`config.mk`:
```
export PLATFORM = sky130hd
export DESIGN_NAME = spi_buffered_slave
export DESIGN_NICKNAME = d
export VERILOG_FILES = /design/src/rtl/spi_buf_pkg.sv /design/src/rtl/spi_pin_sync.sv /design/src/rtl/spi_byte_fifo.sv /design/src/rtl/spi_frame_ctl.sv /design/src/rtl/spi_buffered_slave.sv
export SDC_FILE = /design/constraint.sdc
export NUM_CORES = 1
export LEC_CHECK = 0
export ABC_AREA = 1
export BUFFER_PORTS_ARGS = -buffer_cell sky130_fd_sc_hd__buf_2
export CORE_MARGIN = 5
export CORE_UTILIZATION = 46
export CTS_BUF_LIST = sky130_fd_sc_hd__clkbuf_16
export DETAILED_ROUTE_END_ITERATION = 12
export HOLD_SLACK_MARGIN = 0.03
export SYNTH_ARGS = -nofsm -noshare
export SYNTH_HDL_FRONTEND = slang
export SYNTH_SLANG_ARGS = --single-unit
```
`constraint.sdc`:
```
create_clock -name clk -period 2.4 [get_ports clk]
set_input_delay 0.24 -clock clk [delete_from_list [all_inputs] [get_ports clk]]
set_output_delay 0.24 -clock clk [all_outputs]
set_load 0.01 [all_outputs]
```
`src/rtl/spi_buf_pkg.sv`:
```
package spi_buf_pkg;
  localparam int BYTE_W = 8;
  typedef logic [BYTE_W-1:0] byte_t;

  // Bit order of this struct is the on-wire status order, MSB first.
  typedef struct packed {
    logic pwr_down;
    logic ready;
    logic irq;
    logic rx_full;
    logic spare;
    logic voice_busy;
    logic tx_full;
    logic cmd_busy;
  } stat_t;
endpackage

```
`src/rtl/spi_pin_sync.sv`:
```
module spi_pin_sync #(
  parameter int WIDTH = 3,
  parameter int STAGES = 2,
  parameter logic [WIDTH-1:0] RST_VAL = '1
) (
  input  logic             clk,
  input  logic             rst,
  input  logic [WIDTH-1:0] d_in,
  output logic [WIDTH-1:0] d_out
);
  logic [WIDTH-1:0] chain [STAGES];

  for (genvar g = 0; g < STAGES; g++) begin : g_stage
    if (g == 0) begin : g_first
      always_ff @(posedge clk) begin
        if (rst) chain[g] <= RST_VAL;
        else     chain[g] <= d_in;
      end
    end else begin : g_next
      always_ff @(posedge clk) begin
        if (rst) chain[g] <= RST_VAL;
        else     chain[g] <= chain[g-1];
      end
    end
  end

  assign d_out = chain[STAGES-1];
endmodule

```
`src/rtl/spi_byte_fifo.sv`:
```
module spi_byte_fifo #(
  parameter int DEPTH = 32,
  parameter int WIDTH = 8
) (
  input  logic             clk,
  input  logic             rst,
  input  logic             push,
  input  logic [WIDTH-1:0] wr_data,
  input  logic             pop,
  output logic [WIDTH-1:0] rd_data,
  output logic             full,
  output logic             empty
);
  localparam int AW = $clog2(DEPTH);
  localparam logic [AW:0] FULL_CNT = (AW+1)'(DEPTH);

  logic [WIDTH-1:0] mem [DEPTH];
  logic [AW-1:0]    wr_ptr, rd_ptr;
  logic [AW:0]      count;
  logic             push_ok, pop_ok;

  assign push_ok = push && !full;
  assign pop_ok  = pop && !empty;

  // Storage without reset so it can map onto RAM resources.
  always_ff @(posedge clk) begin
    if (push_ok) mem[wr_ptr] <= wr_data;
  end

  always_ff @(posedge clk) begin
    if (rst) begin
      wr_ptr <= '0;
      rd_ptr <= '0;
      count  <= '0;
    end else begin
      if (push_ok) wr_ptr <= wr_ptr + 1'b1;
      if (pop_ok)  rd_ptr <= rd_ptr + 1'b1;
      case ({push_ok, pop_ok})
        2'b10:   count <= count + 1'b1;
        2'b01:   count <= count - 1'b1;
        default: count <= count;
      endcase
    end
  end

  assign rd_data = mem[rd_ptr];
  assign full    = (count == FULL_CNT);
  assign empty   = (count == '0);

  // Pushing into a full FIFO leaves its fill level unchanged.
  assert_no_overflow_R8: assert property (@(posedge clk) disable iff (rst)
    (push && full && !pop) |=> (count == FULL_CNT));

  // Popping an empty FIFO leaves it empty.
  assert_no_underflow_R9: assert property (@(posedge clk) disable iff (rst)
    (pop && empty && !push) |=> (count == '0));
endmodule

```
`src/rtl/spi_frame_ctl.sv`:
```
module spi_frame_ctl
  import spi_buf_pkg::*;
(
  input  logic  clk,
  input  logic  rst,
  input  logic  sclk_s,
  input  logic  ss_s,
  input  logic  mosi_s,
  input  logic  pwr_down_in,
  input  logic  voice_busy_in,
  input  logic  cmd_busy_in,
  input  logic  rx_full,
  input  logic  tx_empty,
  input  logic  tx_full,
  input  byte_t tx_rd_data,
  output logic  rx_push,
  output byte_t rx_wr_data,
  output logic  tx_pop,
  output logic  miso,
  output logic  miso_oe,
  output logic  rdy_bsy,
  output logic  irq_od_en
);
  localparam int CW = $clog2(BYTE_W);
  localparam logic [CW-1:0] LAST_BIT = CW'(BYTE_W - 1);

  logic          sclk_d, ss_d;
  logic [CW-1:0] bit_cnt;
  logic          in_cmd, dir_wr, byte_open;
  byte_t         sh_in, sh_out, stat_snap;
  logic          miso_q, oe_q, rdy_q, irq_flag, viol_flag;

  logic  active, ss_fall, rise, fall, byte_done, data_phase, boundary, lead_fall;
  byte_t rx_byte, next_byte;
  stat_t cur_stat;

  assign active     = !ss_s;
  assign ss_fall    = ss_d && !ss_s;
  assign rise       = active && sclk_s && !sclk_d;
  assign fall       = active && !sclk_s && sclk_d;
  assign byte_done  = rise && (bit_cnt == LAST_BIT);
  assign data_phase = active && !in_cmd;
  assign boundary   = data_phase && !byte_open;
  assign lead_fall  = fall && !byte_open;
  assign rx_byte    = {sh_in[BYTE_W-2:0], mosi_s};

  always_comb begin
    cur_stat            = '0;
    cur_stat.pwr_down   = pwr_down_in;
    cur_stat.ready      = !viol_flag;
    cur_stat.irq        = irq_flag;
    cur_stat.rx_full    = rx_full;
    cur_stat.voice_busy = voice_busy_in;
    cur_stat.tx_full    = tx_full;
    cur_stat.cmd_busy   = cmd_busy_in;
  end

  always_comb begin
    if (in_cmd)                 next_byte = stat_snap;
    else if (dir_wr || tx_empty) next_byte = '0;
    else                         next_byte = tx_rd_data;
  end

  assign tx_pop     = lead_fall && data_phase && !dir_wr && !tx_empty;
  assign rx_push    = byte_done && !in_cmd && dir_wr && !rx_full;
  assign rx_wr_data = rx_byte;

  always_ff @(posedge clk) begin
    if (rst) begin
      sclk_d    <= 1'b1;
      ss_d      <= 1'b1;
      bit_cnt   <= '0;
      in_cmd    <= 1'b1;
      dir_wr    <= 1'b0;
      byte_open <= 1'b0;
      sh_in     <= '0;
      sh_out    <= '0;
      stat_snap <= '0;
      miso_q    <= 1'b0;
      oe_q      <= 1'b0;
      rdy_q     <= 1'b1;
      irq_flag  <= 1'b0;
      viol_flag <= 1'b0;
    end else begin
      sclk_d <= sclk_s;
      ss_d   <= ss_s;
      oe_q   <= active;
      rdy_q  <= !(boundary && (dir_wr ? rx_full : tx_empty));
      if (ss_fall) begin
        bit_cnt   <= '0;
        in_cmd    <= 1'b1;
        byte_open <= 1'b0;
        stat_snap <= byte_t'(cur_stat);
        miso_q    <= cur_stat.pwr_down;
      end else if (!active) begin
        in_cmd    <= 1'b1;
        byte_open <= 1'b0;
      end else if (fall) begin
        if (!byte_open) begin
          byte_open <= 1'b1;
          miso_q    <= next_byte[BYTE_W-1];
          sh_out    <= {next_byte[BYTE_W-2:0], 1'b0};
          if (data_phase && !dir_wr && tx_empty) irq_flag <= 1'b1;
        end else begin
          miso_q <= sh_out[BYTE_W-1];
          sh_out <= {sh_out[BYTE_W-2:0], 1'b0};
        end
        if (!rdy_q) viol_flag <= 1'b1;
      end else if (rise) begin
        sh_in   <= rx_byte;
        bit_cnt <= bit_cnt + 1'b1;
        if (byte_done) begin
          byte_open <= 1'b0;
          if (in_cmd) begin
            in_cmd    <= 1'b0;
            dir_wr    <= rx_byte[BYTE_W-1];
            irq_flag  <= 1'b0;
            viol_flag <= 1'b0;
          end else if (dir_wr && rx_full) begin
            irq_flag <= 1'b1;
          end
        end
      end
    end
  end

  assign miso      = miso_q;
  assign miso_oe   = oe_q;
  assign rdy_bsy   = rdy_q;
  assign irq_od_en = irq_flag;

  assert_hiz_idle_R2: assert property (@(posedge clk) disable iff (rst)
    (ss_s && ss_d) |-> !miso_oe);

  assert_ready_idle_R6: assert property (@(posedge clk) disable iff (rst)
    (ss_s && ss_d) |=> rdy_bsy);

  assert_overrun_irq_R8: assert property (@(posedge clk) disable iff (rst)
    (byte_done && !in_cmd && dir_wr && rx_full) |=> irq_od_en);

  assert_empty_read_R9: assert property (@(posedge clk) disable iff (rst)
    (lead_fall && data_phase && !dir_wr && tx_empty) |=> (irq_od_en && !miso));

  assert_busy_violation_R10: assert property (@(posedge clk) disable iff (rst)
    (fall && !rdy_bsy) |=> viol_flag);

  assert_status_clear_R11: assert property (@(posedge clk) disable iff (rst)
    (byte_done && in_cmd) |=> (!irq_od_en && !viol_flag));
endmodule

```
`src/rtl/spi_buffered_slave.sv`:
```
module spi_buffered_slave
  import spi_buf_pkg::*;
#(
  parameter int FIFO_DEPTH  = 32,
  parameter int SYNC_STAGES = 2
) (
  input  logic        clk,
  input  logic        rst,
  input  logic        sclk,
  input  logic        ss_n,
  input  logic        mosi,
  output logic        miso,
  output logic        miso_oe,
  output logic        rdy_bsy,
  output logic        irq_od_en,
  input  logic        pwr_down_in,
  input  logic        voice_busy_in,
  input  logic        cmd_busy_in,
  output logic [7:0]  rx_data,
  output logic        rx_valid,
  input  logic        rx_pop,
  input  logic [7:0]  tx_data,
  input  logic        tx_push,
  output logic        tx_full
);
  logic [2:0] pins_s;
  logic       rx_push, rx_full, rx_empty, tx_pop, tx_empty;
  byte_t      rx_wr_data, tx_rd_data;

  // Order {ss_n, sclk, mosi}; select and clock idle high.
  spi_pin_sync #(.WIDTH(3), .STAGES(SYNC_STAGES), .RST_VAL(3'b110)) u_sync (
    .clk(clk), .rst(rst), .d_in({ss_n, sclk, mosi}), .d_out(pins_s)
  );

  spi_frame_ctl u_frame (
    .clk(clk), .rst(rst),
    .sclk_s(pins_s[1]), .ss_s(pins_s[2]), .mosi_s(pins_s[0]),
    .pwr_down_in(pwr_down_in), .voice_busy_in(voice_busy_in), .cmd_busy_in(cmd_busy_in),
    .rx_full(rx_full), .tx_empty(tx_empty), .tx_full(tx_full), .tx_rd_data(tx_rd_data),
    .rx_push(rx_push), .rx_wr_data(rx_wr_data), .tx_pop(tx_pop),
    .miso(miso), .miso_oe(miso_oe), .rdy_bsy(rdy_bsy), .irq_od_en(irq_od_en)
  );

  spi_byte_fifo #(.DEPTH(FIFO_DEPTH), .WIDTH(BYTE_W)) u_rx_fifo (
    .clk(clk), .rst(rst), .push(rx_push), .wr_data(rx_wr_data), .pop(rx_pop),
    .rd_data(rx_data), .full(rx_full), .empty(rx_empty)
  );

  spi_byte_fifo #(.DEPTH(FIFO_DEPTH), .WIDTH(BYTE_W)) u_tx_fifo (
    .clk(clk), .rst(rst), .push(tx_push), .wr_data(tx_data), .pop(tx_pop),
    .rd_data(tx_rd_data), .full(tx_full), .empty(tx_empty)
  );

  assign rx_valid = !rx_empty;
endmodule

```
==> flow_metrics.tcl, run 1 <==
set metrics [dict create \
    rows 84 \
    timing.slew.headroom 0.509 \
    path_cells "buf_12 > clkinv_16 > buf_12 > buf_12 > o21ai_1 > o221ai_2 > a31oi_1 > a21oi_1 > buf_2" \
    ir_worst_vdd_mv 0.660 \
    whs_ns 0.148 \
    start_kind "register" \
    layout_min_cycle_time_ns 2.59 \
    design.die.area_sq_um 58300 \
    yosysTopAreaCellShare 0.624 \
    grt_use_total 0.204 \
    drv_slew 0 \
    drive_gt1_frac 0.173 \
    layout_setup_ws_ns -0.187 \
    status "complete, but fails checks" \
    start_util 0.467 \
    intPower_mw 18.6 \
    synthTopCellsByArea "edfxtp_1 62%, nand2_1 6.7%, dfxtp_1 6.7%" \
    drtIter0Drc 1489 \
    cts_tree "built" \
    violations "setup timing" \
    yosysWarnings 0 \
    ys_seq_area_frac 0.691 \
    grt-ovfl-total 0 \
    cts_max_level 2 \
    cts_buffers 60 \
    routabilityCongestion 0.850 \
    nets 2400 \
    fmax_ghz 0.387 \
    die_y_um 241 \
    max_cap_violations 0 \
    grt_pass1_vias 16542 \
    vias 16859 \
    fin_skew_ns 0.0217 \
    grt_setup_unrepaired "true" \
    setup_viol_count_final 8 \
    io_pins 32 \
    power.switching_mw 6.82 \
    worst_slew_pin_slew_ns 0.737 \
    combinationalPowerShare 0.198 \
    cts_sinks 594 \
    layout_common_cells "512 x edfxtp_1, 438 x nand2_1, 272 x nor2_1, 184 x nand3_1, 151 x inv_1" \
    cp_common_cell "buf_12" \
    cp-end-kind "output pin" \
    tns_ns -1.39 \
    syn_inst 2206 \
    cp.arrival_ns 2.35 \
    clk_latency_ns 0.63 \
    clkTransAtPathRegs_ns 0.06 \
    yosysTopAreaCell "edfxtp_1" \
    portBuffers 31 \
    synth.cell_area_sq_um 24600 \
    drc 0 \
    required_ns 2.16 \
    grt_pass1_wl_mm 93.7 \
    cp.buffers_inverters 5 \
    antenna_found_initial 0 \
    hold_class "in2reg" \
    finalHoldViolations 0 \
    grt_max_degree 66 \
    pwr_density_cell_nw_per_um2 864 \
    clock_path_buffers 3 \
    cp_slowest_cell "dfxtp_4" \
    coreArea_sq_um 52800 \
    ant_nets 0 \
    ys_ff_latch 594 \
    critPathMaxStageDelay_ns 0.36 \
    critical_path.top_delay_family "buffers and inverters" \
    drt_pass1_iterations 5 \
    layout_commonest_cell "edfxtp_1" \
    power.leakage_nw 11.6 \
    wl_mm 61.2 \
    seqPwrFrac 0.448 \
    fp.dieW_um 241 \
    cts_root_buffer "clkbuf_16" \
    antenna_cells 0 \
    wl_per_cell_um 19.8 \
    path_class "reg2out" \
    syn_avg_cell_area_sq_um 11.2 \
    path_max_fanout 8 \
    dpl.hpwl_mm 36.1 \
    via_per_inst 5.44 \
    switching_share 0.269 \
    synth_cell_types 42 \
    syn-num-nets 2242 \
    syn_to_final_growth_pct 19.2 \
    period_share 1.08 \
    post-route-util 0.557 \
    clkPwrFrac 0.354 \
]
[power groups by stage]
stage / Combinational [mW] / Clock (mW) / Sequential [mW]
2_1_floorplan: 2.16 / 0 / 11.6
3_3_place_gp: 3.32 / 0 / 11.6
3_5_place_dp: 3.40 / 0 / 11.6
4_1_cts: 4.28 / 9.13 / 11.4
5_1_grt: 5.39 / 9.55 / 11.4
6_report: 5.03 / 8.97 / 11.4
[cells in the mapped netlist]
cell,count
a21boi_0,1
a21oi_1,63
a22oi_1,1
a31oi_1,7
a32o_1,3
buf_1,4
buf_2,27
buf_4,12
buf_6,20
buf_8,1
clkbuf_1,51
clkbuf_2,2
clkinv_1,2
clkinv_2,1
dfxtp_1,82
edfxtp_1,512
ha_1,18
inv_1,138
inv_2,10
inv_4,1
nand2_1,443
nand2_2,3
nand3_1,189
nand3_2,1
nand4_1,3
nand4_4,1
nor2_1,288
nor2_2,3
nor2_4,1
nor3_1,8
nor3_4,3
nor4_1,1
o211ai_1,9
o21a_1,1
o21ai_0,195
o21ai_1,10
o21ai_2,1
o221ai_1,51
o22ai_1,14
or2_2,5
xnor2_1,12
xor2_1,8
[path summary, 6_finish.rpt]
| path | startpoint | to | slack (ns) | cells after the start |
|---|---|---|---|---|
| worst max-delay path | register | rx_data[3] | -0.19 | 9 |
| worst max register to register | u_frame.bit_cnt[0]$_SDFFE_PP0P_ | u_rx_fifo.count[5]$_SDFFE_PP0P_ | 0.12 | 15 |
| worst min register to register | u_sync.chain[0][1]$_SDFF_PP1_ | u_sync.chain[1][1]$_SDFF_PP1_ | 0.41 | 1 |
| worst min-delay path | rx_pop | register | 0.15 | 5 |
[area by class of cell]
type	count	area, sq um
clock buffers	61	1530
clock inverters	49	349
fillers	4431	23400
inverters	152	609
multi-input cells	1343	6860
flip-flops and latches	594	17000
well taps	688	861
repair buffers	212	2110
repair inverters	1	11.3
[flip-flops by register name (all words and copies together), names as in the netlist, 6 cells and up, named ones only]
signal and count:
u_rx_fifo.count 6, u_tx_fifo.mem 256, u_frame.sh_out 7, u_frame.sh_in 7, u_frame.stat_snap 7, u_rx_fifo.mem 256
u_sync.chain 6, u_tx_fifo.count 6
[metrics by stage]
| stage | setup WS, ns | instances | total power [mW] | cell area (sq um) |
|---|---|---|---|---|
| 6_report | -0.187 | 3100 | 25.4 | 29400 |
| 2_1_floorplan | 0.0145 | 2206 | 13.7 | 24600 |
| 5_1_grt | -0.258 | 3100 | 26.3 | 29400 |
| 3_3_place_gp | 0.0499 | 2954 | 14.9 | 26200 |
| 3_5_place_dp | -0.0689 | 2954 | 15.0 | 26200 |
| 4_1_cts | -0.212 | 3088 | 24.8 | 28800 |
[worst register-to-register path, stage by stage (launching register included)]
cell      delay (ns)
dfxtp_2         0.33
ha_2            0.16
ha_1            0.15
nand2_2         0.07
clkinv_2        0.07
nand4_4         0.09
ha_4            0.19
buf_4           0.16
xnor2_2         0.14
buf_4           0.16
o21ai_4         0.15
nand2_1         0.09
nand3_2         0.08
xor2_1          0.15
nand2_1         0.09
a21oi_2         0.11
[cells by family after synthesis]
logic type | after synthesis | share of synthesized area
buf+inv | 269 | 0.0510
xor+xnor | 20 | 0.00711
simple gates | 949 | 0.159
flops | 594 | 0.691
fa+ha+maj | 18 | 0.00914
compound gates | 356 | 0.0831
[layer usage]
metal	up-vias	routed length, um	GRT usage
li1	8000	-	-
met1	8334	25900	0.271
met2	423	31200	0.357
met3	102	2720	0.0254
met4	0	1420	0.0578
met5	-	0	0
[what timing repair did]
action | in CTS | in global routing
endpoints found under the setup margin | 12 | 14
setup buffers | 8 | 6
endpoints found under the hold margin | 9 | 0
pin swaps | 31 | 52
cloned | 8 | 8
hold buffers | 8 | 0
gates resized for setup | 98 | 113
No activity file was read; power rests on OpenSTA's default activity.
==> run 2: changes to the inputs <==
--- a/config.mk
+++ b/config.mk
@@ -7,6 +7,7 @@
 export LEC_CHECK = 0
 export ABC_AREA = 1
 export BUFFER_PORTS_ARGS = -buffer_cell sky130_fd_sc_hd__buf_2
+export CORE_ASPECT_RATIO = 1.5
 export CORE_MARGIN = 5
 export CORE_UTILIZATION = 46
 export CTS_BUF_LIST = sky130_fd_sc_hd__clkbuf_16
==> run 2 against run 1 <==
Against the previous run: critical endpoint is now rx_data[4]; power decreased by 4.2%; highest routed layer unchanged; design area down 1.5%; largest power group unchanged; critical path depth rose by 2; the flow still finishes with violations (setup timing); clock power fell by 9.1%; utilization is 1.4 points lower.
==> flow_metrics.tcl, run 2 (synthesis results as in run 1) <==
set metrics [dict create \
    antenna_found_initial 0 \
    clkTransAtPathRegs_ns 0.07 \
    drv_slew 0 \
    status "complete, but fails checks" \
    die_y_um 293 \
    drc 0 \
    layout_setup_ws_ns -0.163 \
    met1_usage 0.232 \
    worst_slew_pin_slew_ns 0.780 \
    power.leakage_nw 11.3 \
    tns_ns -1.07 \
    start_util 0.462 \
    hold_depth 3 \
    io_pins 32 \
    grt_use_total 0.208 \
    max_cap_violations 0 \
    gr-usage-met3 0.0270 \
    r2r_end "u_tx_fifo.count[5]$_SDFFE_PP0P_" \
    critPathMaxStageDelay_ns 0.39 \
    cp.arrival_ns 2.32 \
    top_usage_layer "met2" \
    design.die.area_sq_um 58400 \
    vias 16771 \
    layout_commonest_cell "edfxtp_1" \
    drive_gt1_frac 0.169 \
    period_share 1.07 \
    cts_max_level 2 \
    ir_worst_vdd_mv 0.689 \
    portBuffers 31 \
    rr_startpoint "u_tx_fifo.count[2]$_SDFFE_PP0P_" \
    drt_pass1_iterations 5 \
    routabilityCongestion 0.853 \
    cts_tree "built" \
    path_cells "buf_12 > buf_12 > buf_16 > buf_4 > o21ai_2 > o221ai_2 > nand3_2 > nand2_1 > nor2_2 > a21oi_1 > buf_2" \
    pwr_density_cell_nw_per_um2 840 \
    clock_path_buffers 3 \
    cp_slowest_cell "dfxtp_4" \
    dpl-instance-area_sq_um 26100 \
    timing.slew.headroom 0.480 \
    grt_pass1_wl_mm 94.2 \
    dpl.hpwl_mm 37.6 \
    design_area_sq_um 28900 \
    grt_pass1_vias 16497 \
    path_class "reg2out" \
    fin_skew_ns 0.0150 \
    cp_common_cell "buf_12" \
    rows 104 \
    grt_max_degree 95 \
    nets 2383 \
    antenna_cells 0 \
    finalHoldViolations 0 \
    fp.dieW_um 199 \
    hold-path-endpoint "u_tx_fifo.wr_ptr[1]$_SDFFE_PP0P_" \
    layout_common_cells "512 x edfxtp_1, 440 x nand2_1, 272 x nor2_1, 183 x nand3_1, 150 x inv_1" \
    hold_class "in2reg" \
    path_max_fanout 6 \
    whs_ns 0.0649 \
    cp-end-kind "output pin" \
    post-route-util 0.542 \
    grt_setup_unrepaired "true" \
    via_per_inst 5.45 \
    layout_min_cycle_time_ns 2.56 \
    violations "setup timing" \
    setup_viol_count_final 8 \
    ant_nets 0 \
    cts_root_buffer "clkbuf_16" \
    clk_latency_ns 0.60 \
    required_ns 2.16 \
    fmax_ghz 0.390 \
    hold_start "tx_push" \
    reg2reg_slack_ns 0.16 \
    gr-usage-met2 0.398 \
    start_kind "register" \
    cts_sinks 594 \
    wl_per_cell_um 20.3 \
    largestRegisters "u_rx_fifo.mem: 256 flops, u_tx_fifo.mem: 256 flops" \
    rr_worst_depth 17 \
    wl_mm 62.6 \
    fin_cells 3080 \
    syn_to_final_growth_pct 17.4 \
    drtIter0Drc 1174 \
    coreArea_sq_um 53400 \
    place_inst 2946 \
    cts_buffers 55 \
    grt-ovfl-total 0 \
]
run 2: changes by cell type in the layout (fill, tap and decap cells not counted), sizes merged:
cell         before  now
clkbuf           69   61
inv             167  162
clkinvlp          1    4
buf             195  191
bufbuf            1    0
bufinv            5    1
dlygate4sd3       8    6
run 2: area by class of cell:
| cell class | instances | area [sq um] |
|---|---|---|
| timing repair buffer | 201 | 1950 |
| inverter | 152 | 589 |
| clock buffer | 57 | 1430 |
| clock inverter | 44 | 235 |
| tap | 689 | 862 |
| multi-input combinational | 1343 | 6830 |
| sequential | 594 | 17000 |
| fill | 4522 | 24400 |
run 2: layer usage:
metal  vias to the layer above  part of all wire
met3                       151             0.042
met5                         -                 0
li1                       7970                 -
met2                       455              0.55
met4                         0             0.046
met1                      8195              0.36
run 2: power by group:
group	internal [mW]	switching (mW)
Clock	4.39	3.75
Sequential	11.3	0.118
Combinational	2.01	2.77
Total	17.7	6.64
run 2: worst max path at each step:
stage | cells after the start | slack (ns) | endpoint | start
2_1_floorplan | 18 | 0.01 | u_tx_fifo.count[4]$_SDFFE_PP0P_ | u_frame.in_cmd$_SDFFE_PP1P_
3_3_place_gp | 16 | 0.05 | u_rx_fifo.count[4]$_SDFFE_PP0P_ | u_frame.bit_cnt[0]$_SDFFE_PP0P_
3_5_place_dp | 17 | -0.05 | u_tx_fifo.count[5]$_SDFFE_PP0P_ | u_tx_fifo.count[3]$_SDFFE_PP0P_
4_1_cts | 10 | -0.19 | rx_data[6] | register
5_1_grt | 10 | -0.29 | rx_data[6] | register
6_report | 11 | -0.16 | rx_data[4] | register
run 2: timing repair:
action,in CTS,in global routing
hold buffers,6,0
hold endpoints to repair,7,0
resized for setup,90,105
setup buffers,6,8
gates cloned,11,4
pin swaps,32,48
setup endpoints to repair,11,24
run 2: critical path, delay by kind of cell, from the launching register on:
| kind | cells | cell delay, ns |
|---|---|---|
| buffers and inverters | 5 | 0.70 |
| and+or+nand+nor | 3 | 0.33 |
| DFF | 1 | 0.39 |
| AOI/OAI and AO/OA | 3 | 0.30 |
run 2: through the flow:
stage                     setup WS, ns  power [mW]
after floorplan                 0.0145        13.7
after detailed placement       -0.0458        14.9
after global routing            -0.295        25.3
final                           -0.163        24.3
after global placement          0.0480        14.8
after CTS                       -0.195        23.9
==> run 3: changes to the inputs <==
--- a/config.mk
+++ b/config.mk
@@ -13,6 +13,7 @@
 export CTS_BUF_LIST = sky130_fd_sc_hd__clkbuf_16
 export DETAILED_ROUTE_END_ITERATION = 12
 export HOLD_SLACK_MARGIN = 0.03
+export SKIP_CTS_REPAIR_TIMING = 1
 export SYNTH_ARGS = -nofsm -noshare
 export SYNTH_HDL_FRONTEND = slang
 export SYNTH_SLANG_ARGS = --single-unit
==> constraint.sdc (replaced) <==
create_clock -name clk -period 2.4 [get_ports clk]
set_input_delay 0.24 -clock clk [delete_from_list [all_inputs] [get_ports clk]]
set_output_delay 0.24 -clock clk [all_outputs]
set_load 0.1 [all_outputs]
==> run 3 against run 2 <==
Against the previous run: the run still ends with setup timing left; sequential share of layout area is 1.3 points lower; clock-buffer cell count is 2 higher; cell count is 1.1% higher; die area stayed put; critical path type unchanged; critical endpoint is now rx_data[3]; largest cell class unchanged; highest routed layer unchanged.
==> flow_metrics.tcl, run 3 (synthesis results as in run 1) <==
set metrics [dict create \
    post-route-util 0.555 \
    clkTransAtPathRegs_ns 0.06 \
    power.leakage_nw 11.6 \
    max_cap_violations 0 \
    drc 0 \
    period_share 1.11 \
    cts_tree "built" \
    path_cells "buf_8 > buf_4 > buf_8 > nor2_1 > o221ai_1 > nand3_2 > a21oi_2 > buf_12" \
    layout_commonest_cell "edfxtp_1" \
    grt_pass1_vias 16365 \
    finalHoldViolations 0 \
    setup_viol_count_final 8 \
    violations "setup timing" \
    grt_pass1_wl_mm 92.2 \
    via_per_inst 5.41 \
    rows 104 \
    nFillCells 4453 \
    path_class "reg2out" \
    wl_per_cell_um 20.5 \
    status "complete, but fails checks" \
    cts_root_buffer "clkbuf_16" \
    routabilityCongestion 0.817 \
    cts_sinks 594 \
    multi_input_area_sq_um 6880 \
    drive_gt1_frac 0.182 \
    layout_common_cells "512 x edfxtp_1, 434 x nand2_1, 277 x nor2_1, 179 x nand3_1, 152 x o21ai_0" \
    clk_latency_ns 0.62 \
    hold_class "in2reg" \
    wl_mm 63.7 \
    total_power_mw 26.3 \
    syn_to_final_growth_pct 20.1 \
    cp.buffers_inverters 4 \
    pwr_density_cell_nw_per_um2 888 \
    layout_min_cycle_time_ns 2.67 \
    path_max_fanout 5 \
    drt_pass1_iterations 5 \
    fin_skew_ns 0.0255 \
    antenna_cells 0 \
    design.die.area_sq_um 58400 \
    largestRegisters "u_rx_fifo.mem: 256 flops, u_tx_fifo.mem: 256 flops" \
    cp_slowest_cell "dfxtp_4" \
    required_ns 2.16 \
    timing.slew.headroom 0.451 \
    drtIter0Drc 1193 \
    grt_use_total 0.204 \
    io_pins 32 \
    grt_max_degree 67 \
    layout_setup_ws_ns -0.267 \
    place_inst 2964 \
    cp_common_cell "buf_8" \
    worst_slew_pin_slew_ns 0.822 \
    ir_worst_vdd_mv 1.05 \
    ant_nets 0 \
    whs_ns 0.141 \
    cp.arrival_ns 2.43 \
    vias 16861 \
    clock_path_buffers 3 \
    dpl.hpwl_mm 38.7 \
    portBuffers 31 \
    critPathMaxStageDelay_ns 0.44 \
    cp-end-kind "output pin" \
    cts_max_level 2 \
    nets 2413 \
    coreArea_sq_um 53400 \
    antenna_found_initial 0 \
    drv_slew 0 \
    fmax_ghz 0.375 \
    seq_area_sq_um 17000 \
    fp.dieW_um 199 \
    critical_path.top_delay_family "buffers and inverters" \
    grt_setup_unrepaired "true" \
    grt-ovfl-total 0 \
    dp_slack_ns -0.118 \
    start_util 0.462 \
    die_y_um 293 \
    fin_cells 3114 \
    start_kind "register" \
    cts_buffers 57 \
]
## run 3: worst paths after layout
kind	slack, ns	depth (start not counted)	to	from
worst min-delay path	0.14	5	u_rx_fifo.rd_ptr[0]$_SDFFE_PP0N_	rx_pop
worst min register to register	0.43	1	u_sync.chain[1][1]$_SDFF_PP1_	u_sync.chain[0][1]$_SDFF_PP1_
worst max-delay path	-0.27	8	rx_data[3]	register
worst max register to register	0.08	19	u_tx_fifo.count[4]$_SDFFE_PP0P_	u_tx_fifo.count[2]$_SDFFE_PP0P_
## run 3: through the flow
| stage | cell area, sq um | setup TNS [ns] |
|---|---|---|
| after global routing | 29600 | -2.68 |
| after CTS | 28400 | -3.61 |
| after detailed placement | 26500 | -0.135 |
| after floorplan | 24700 | -0.181 |
| final | 29600 | -1.96 |
| after global placement | 26500 | -0.0450 |
## run 3: final cells by class
type,count,share of cell area
tap,689,0.0291
clock buffer,59,0.0499
sequential,594,0.576
inverter,152,0.0203
timing repair buffer,229,0.0783
multi-input combinational,1343,0.232
clock inverter,48,0.0144
## run 3: per-layer routing
layer,share of wire,vias to the layer above,GRT usage
met5,0,-,0
met4,0.053,0,0.0858
met3,0.042,142,0.0260
met2,0.54,439,0.383
met1,0.36,8254,0.230
li1,-,8026,-
## run 3: power breakdown
| part | total (mW) | leakage, nW | switching [mW] | internal [mW] |
|---|---|---|---|---|
| Clock | 9.10 | 0.971 | 3.80 | 5.29 |
| Combinational | 5.78 | 4.82 | 3.50 | 2.28 |
| Sequential | 11.4 | 5.82 | 0.133 | 11.3 |
## run 3: worst register-to-register path, cell delays in order (launching register included)
cell     delay [ns]
dfxtp_4        0.37
nor2_2         0.09
nand3_1        0.11
inv_2          0.08
nand2_2        0.07
nand2_2        0.07
nor2_2         0.05
nand2_2        0.07
inv_2          0.05
ha_4           0.16
xnor2_2        0.19
inv_1          0.08
ha_1           0.18
inv_1          0.06
nand2_1        0.09
nand2_1        0.08
a21oi_1        0.06
nor2_1         0.14
xor2_1         0.15
a21oi_1        0.08
